`config.mk`:
```
export PLATFORM = sky130hd
export DESIGN_NAME = intc_bank
export DESIGN_NICKNAME = d
export VERILOG_FILES = /design/src/rtl/intc_pkg.sv /design/src/rtl/intc_line.sv /design/src/rtl/intc_channel.sv /design/src/rtl/intc_bank.sv
export SDC_FILE = /design/constraint.sdc
export NUM_CORES = 2
export LEC_CHECK = 0
export ABC_CLOCK_PERIOD_IN_PS = 64200
export BUFFER_PORTS_ARGS = -buffer_cell sky130_fd_sc_hd__buf_2
export CAP_MARGIN = 40
export CORE_UTILIZATION = 60
export DETAILED_ROUTE_END_ITERATION = 16
export PLACE_DENSITY = 0.86
export SYNTH_ARGS = -nofsm -noshare
export SYNTH_HDL_FRONTEND = slang
export SYNTH_SLANG_ARGS = --single-unit
export TNS_END_PERCENT = 1
```
`constraint.sdc`:
```
create_clock -name clk -period 64.2 [get_ports clk]
set_input_delay 6.42 -clock clk [delete_from_list [all_inputs] [get_ports clk]]
set_output_delay 6.42 -clock clk [all_outputs]
set_load 0.01 [all_outputs]
```
`src/rtl/intc_pkg.sv`:
```
package intc_pkg;
   localparam int OFF_PEND   = 0;
   localparam int OFF_MASK   = 1;
   localparam int OFF_IRQIDX = 2;
   localparam int OFF_FIQIDX = 3;
   localparam int OFF_CTRL   = 4;
   localparam int OFF_LVL    = 8;

   localparam int CB_IRQ_AGREE = 0;
   localparam int CB_FIQ_AGREE = 1;
   localparam int CB_GMASK     = 2;

   localparam int LV_EDGE = 0;
   localparam int LV_FIQ  = 1;
   localparam int LV_PRIO = 2;

   localparam int NCHAN = 2;
endpackage

```
`src/rtl/intc_line.sv`:
```
module intc_line #(
   parameter int PRIO_W = 5,
   localparam int CFG_W = PRIO_W + 2
) (
   input  logic              clk,
   input  logic              rst_n,
   input  logic              req_i,
   input  logic              clr_i,
   input  logic              cfg_we_i,
   input  logic [CFG_W-1:0]  cfg_wdata_i,
   output logic              pend_o,
   output logic              edge_o,
   output logic              fiq_o,
   output logic [PRIO_W-1:0] prio_o
);
   import intc_pkg::*;

   logic             req_q;
   logic [CFG_W-1:0] cfg_q;

   always_ff @(posedge clk or negedge rst_n) begin
      if (!rst_n) begin
         req_q  <= 1'b0;
         pend_o <= 1'b0;
         cfg_q  <= {{PRIO_W{1'b1}}, 2'b00};
      end else begin
         req_q <= req_i;
         if (cfg_we_i) cfg_q <= cfg_wdata_i;
         if (cfg_q[LV_EDGE]) pend_o <= (req_i & ~req_q) | (pend_o & ~clr_i);
         else                pend_o <= req_i;
      end
   end

   assign edge_o = cfg_q[LV_EDGE];
   assign fiq_o  = cfg_q[LV_FIQ];
   assign prio_o = cfg_q[LV_PRIO +: PRIO_W];
endmodule

```
`src/rtl/intc_channel.sv`:
```
module intc_channel #(
   parameter int NLINES = 32,
   parameter int PRIO_W = 5,
   localparam int IDX_W = $clog2(NLINES)
) (
   input  logic                       clk,
   input  logic                       rst_n,
   input  logic [NLINES-1:0]          cand_i,
   input  logic [NLINES*PRIO_W-1:0]   prio_i,
   input  logic                       agree_i,
   output logic                       act_o,
   output logic [IDX_W-1:0]           idx_o
);
   logic              found;
   logic [IDX_W-1:0]  best;
   logic [PRIO_W-1:0] best_p;

   always_comb begin
      found  = 1'b0;
      best   = '0;
      best_p = '1;
      for (int i = 0; i < NLINES; i++) begin
         if (cand_i[i] && (!found || prio_i[i*PRIO_W +: PRIO_W] < best_p)) begin
            found  = 1'b1;
            best   = IDX_W'(i);
            best_p = prio_i[i*PRIO_W +: PRIO_W];
         end
      end
   end

   always_ff @(posedge clk or negedge rst_n) begin
      if (!rst_n) begin
         act_o <= 1'b0;
         idx_o <= '0;
      end else if (act_o) begin
         if (agree_i) act_o <= 1'b0;
      end else if (found) begin
         act_o <= 1'b1;
         idx_o <= best;
      end
   end
endmodule

```
`src/rtl/intc_bank.sv`:
```
module intc_bank #(
   parameter int NLINES = 32,
   parameter int PRIO_W = 5,
   parameter int DATA_W = 32,
   parameter int ADDR_W = 6
) (
   input  logic              clk,
   input  logic              rst_n,
   input  logic [NLINES-1:0] irq_req,
   input  logic              bus_we,
   input  logic [ADDR_W-1:0] bus_addr,
   input  logic [DATA_W-1:0] bus_wdata,
   output logic [DATA_W-1:0] bus_rdata,
   output logic              irq_o,
   output logic              fiq_o
);
   import intc_pkg::*;

   localparam int IDX_W = $clog2(NLINES);
   localparam int CFG_W = PRIO_W + 2;

   generate
      if (NLINES < 2 || NLINES > DATA_W) begin : g_bad_lines
         $error("intc_bank: NLINES must lie in 2..DATA_W");
      end
      if (CFG_W > DATA_W || IDX_W >= DATA_W) begin : g_bad_width
         $error("intc_bank: DATA_W too narrow for configuration or index");
      end
      if ((1 << ADDR_W) < OFF_LVL + NLINES) begin : g_bad_addr
         $error("intc_bank: ADDR_W cannot reach every configuration word");
      end
   endgenerate

   logic [NLINES-1:0]              pend, edge_m, fiq_m, clr, mask_q;
   logic [NLINES*PRIO_W-1:0]       prio_flat;
   logic                           gmask_q;
   logic [NCHAN-1:0][NLINES-1:0]   cand;
   logic [NCHAN-1:0]               agree, ch_act;
   logic [NCHAN-1:0][IDX_W-1:0]    ch_idx;
   logic                           wr_ctrl, wr_pend, wr_mask;

   assign wr_ctrl = bus_we && (bus_addr == ADDR_W'(OFF_CTRL));
   assign wr_pend = bus_we && (bus_addr == ADDR_W'(OFF_PEND));
   assign wr_mask = bus_we && (bus_addr == ADDR_W'(OFF_MASK));

   // clear vector: software clear-by-zero plus auto clear of released edge winners
   always_comb begin
      clr = wr_pend ? ~bus_wdata[NLINES-1:0] : '0;
      for (int c = 0; c < NCHAN; c++) begin
         if (agree[c] && ch_act[c] && edge_m[ch_idx[c]]) clr[ch_idx[c]] = 1'b1;
      end
   end

   generate
      for (genvar g = 0; g < NLINES; g++) begin : g_line
         intc_line #(.PRIO_W(PRIO_W)) u_line (
            .clk        (clk),
            .rst_n      (rst_n),
            .req_i      (irq_req[g]),
            .clr_i      (clr[g]),
            .cfg_we_i   (bus_we && (bus_addr == ADDR_W'(OFF_LVL + g))),
            .cfg_wdata_i(bus_wdata[CFG_W-1:0]),
            .pend_o     (pend[g]),
            .edge_o     (edge_m[g]),
            .fiq_o      (fiq_m[g]),
            .prio_o     (prio_flat[g*PRIO_W +: PRIO_W])
         );
      end

      for (genvar c = 0; c < NCHAN; c++) begin : g_chan
         assign cand[c]  = pend & ~mask_q & ((c == 1) ? fiq_m : ~fiq_m);
         assign agree[c] = wr_ctrl && bus_wdata[CB_IRQ_AGREE + c];
         intc_channel #(.NLINES(NLINES), .PRIO_W(PRIO_W)) u_chan (
            .clk    (clk),
            .rst_n  (rst_n),
            .cand_i (cand[c]),
            .prio_i (prio_flat),
            .agree_i(agree[c]),
            .act_o  (ch_act[c]),
            .idx_o  (ch_idx[c])
         );
      end
   endgenerate

   always_ff @(posedge clk or negedge rst_n) begin
      if (!rst_n) begin
         mask_q  <= '1;
         gmask_q <= 1'b0;
      end else begin
         if (wr_mask) mask_q  <= bus_wdata[NLINES-1:0];
         if (wr_ctrl) gmask_q <= bus_wdata[CB_GMASK];
      end
   end

   assign irq_o = ch_act[0] && !gmask_q;
   assign fiq_o = ch_act[1] && !gmask_q;

   always_comb begin
      int unsigned a;
      a = 32'(bus_addr);
      bus_rdata = '0;
      if (a == OFF_PEND) begin
         bus_rdata[NLINES-1:0] = pend;
      end else if (a == OFF_MASK) begin
         bus_rdata[NLINES-1:0] = mask_q;
      end else if (a == OFF_IRQIDX || a == OFF_FIQIDX) begin
         bus_rdata[IDX_W-1:0] = ch_idx[a - OFF_IRQIDX];
         bus_rdata[DATA_W-1]  = ch_act[a - OFF_IRQIDX];
      end else if (a == OFF_CTRL) begin
         bus_rdata[CB_GMASK] = gmask_q;
      end else if (a >= OFF_LVL && a < OFF_LVL + NLINES) begin
         bus_rdata[LV_EDGE] = edge_m[a - OFF_LVL];
         bus_rdata[LV_FIQ]  = fiq_m[a - OFF_LVL];
         bus_rdata[LV_PRIO +: PRIO_W] = prio_flat[(a - OFF_LVL)*PRIO_W +: PRIO_W];
      end
   end
endmodule

```
==> flow_summary.ini <==
[synth]
ys.flop_type = dfstp_2
synth_area_leaders = dfstp_2, dfrtp_1, mux2_2
synth_area_sq_mm = 0.0388
synth_fp_nets = 4660
syn-instance-count = 4440
synthArstFlopShare_pct = 100
synth-edff-count = 0
synth_area_leader_cell = dfstp_2
yosysTopAreaCellShare_pct = 13.0
seq_area_frac_synth_pct = 22.1
yosysWarnings = 0
avgSynthCellArea_sq_um = 8.73
synth_cell_types = 175
ys_ff_latch = 333

[clock_tree]
postCtsHoldBufs = 0
cts_inserted_buffers = 36
clock_latency_ns = 0.55
cts_sinks = 333
tritoncts = done
root_buffer = clkbuf_16
postCtsSetupBuffers = 0
clkTransAtPathRegs_ns = 0.07
cts_resized = 0
max-clock-path-buffers = 3
htreeDepth = 2

[timing]
finalSetupViolCount = 0
fmaxAchievable_mhz = 17.7
clock_skew_ns = 0.0242
fin_crit_ns = 56.42
worst_pin_slew_ns = 1.04
period_share_pct = 87.9
relSlewSlack_pct = 30.9
rsz0062_at_grt = no
slew_viol_final = 0
final_hold_viol_count = 0
whs_ns = 0.482
fin_tns_setup_ns = 0
fin_ws_ns = 7.78

[critical_path]
critPathSlowestCell = o41ai_1
path_class = reg2reg
cpPeakStageDelay_ns = 0.81
worstPathArrival_ns = 56.91
cp_max_fo = 14
crit_top_cell = ha_1
crit_buf_inv = 20
cp-start-kind = register
required_ns = 64.68
cpLargestDelayFamily = compound AO/OA/AOI/OAI gates
cp-end-kind = register

[die]
fp.dieW_um = 256
rows = 92
die_height_um = 256
core_sq_mm = 0.0634
num_io_pins = 107
start_util_pct = 61.1
dieArea_sq_mm = 0.0656

[global_routing]
grt_pass1_wl_um = 207000
first_global_vias = 35611
grtUsageTotal_pct = 39.6
antenna_found_initial = 8
grt_overflow = 0
grt_max_degree = 172

[place]
post-place-cells = 5204
io_buffers = 106
dp.final_hpwl_um = 100000
gp_congestion = 1.03
place_ws_ns = 8.89

[cells_and_area]
final_cell_mix = nand2_1, nor2_1, o21ai_0
layout-drive-gt1-share_pct = 26.1
final_common_cell = nand2_1
synthToLayoutAreaGrowth_pct = 4.10
fin_nets = 4617
seqCellArea_sq_mm = 0.00857
final_cells = 5279
fill_cells = 5137
multi_input_area_sq_mm = 0.0278

[route]
drc = 0
drt-initial-drc-count = 5613
wire_per_inst_um = 25.5
dr.pass1.iters = 8
routed_via_density = 7.27
drt-total-wl_um = 134000
vias = 38367
antenna_left = 0

[flow_run]
maxCapViolations = 0

[status]
outcome = finished clean

[worst_hold_path]
holdCritPathClass = reg2reg
[path summary, 6_finish.rpt]
| check | slack [ns] | endpoint | startpoint | cells past startpoint |
|---|---|---|---|---|
| max | 7.78 | g_chan[1].u_chan.idx_o[4] | g_line[0].u_line.pend_o | 255 |
| min reg2reg | 0.48 | g_line[18].u_line.pend_o | g_line[18].u_line.req_q | 3 |
| max in group asynchronous | 56.81 | g_line[21].u_line.cfg_q[1] | rst_n | 2 |
| max reg2reg | 7.78 | g_chan[1].u_chan.idx_o[4] | g_line[0].u_line.pend_o | 255 |
| min in group asynchronous | 5.94 | g_line[29].u_line.pend_o | rst_n | 1 |
| min | 0.48 | g_line[18].u_line.pend_o | g_line[18].u_line.req_q | 3 |
[routing by layer]
layer	GRT usage, %	wire (um)	up-vias
met1	51.7	50200	18223
li1	-	-	16761
met2	59.3	57000	2749
met3	11.1	18100	632
met4	21.3	9000	2
met5	0.146	11	-
[cell families after synthesis]
logic type               count (synthesis)  share of synthesized area [%]
AND/OR/NAND/NOR                       1550                           20.4
buffers and inverters                  427                           6.24
adder cells (fa/ha/maj)                167                           5.30
flip-flops                             333                           22.1
XOR/XNOR                                37                          0.855
multiplexers                           592                           20.4
AO/OA/AOI/OAI                         1334                           24.7
[cell usage after synthesis, types with 117 or more instances]
master and instances:
inv_1 185, clkbuf_1 117, dfstp_2 192, o21ai_0 312, mux2_2 271, mux4_2 123, nand2_1 515, a21oi_1 264
ha_1 146, dfrtp_1 141, nor2_1 351, mux2i_1 174
[layout make-up]
type	instances	area share [%]
multi-input cells	3680	68.9
repair buffers	158	2.50
diodes	8	0.0496
well taps	846	2.62
flip-flops and latches	333	21.2
inverters	188	1.75
clock buffers	52	2.56
clock inverters	14	0.385
[flip-flops by register name, indices dropped and copies added, names as in the netlist]
signal / count
g_line.u_line.pend_o: 32
g_line.u_line.req_q: 32
gmask_q: 1
g_line.u_line.cfg_q: 224
g_chan.u_chan.idx_o: 10
mask_q: 32
g_chan.u_chan.act_o: 2
[tightest hold or removal path: stages (launching register included)]
cell and delay, ns:
dfrtp_1 0.32, nand2_1 0.05, nand2_1 0.05, nand2_1 0.05
[stage by stage]
stage / area, sq um / utilization, %
2_1_floorplan: 38800 / -
3_3_place_gp: 38900 / 61.4
3_5_place_dp: 39100 / 61.7
4_1_cts: 40300 / 63.6
5_1_grt: 40300 / 63.6
6_report: 40300 / 63.6
Power is left out: the tool's default activity adds up to more than one toggle a clock period on the data nets, which glitch-free logic cannot reach.
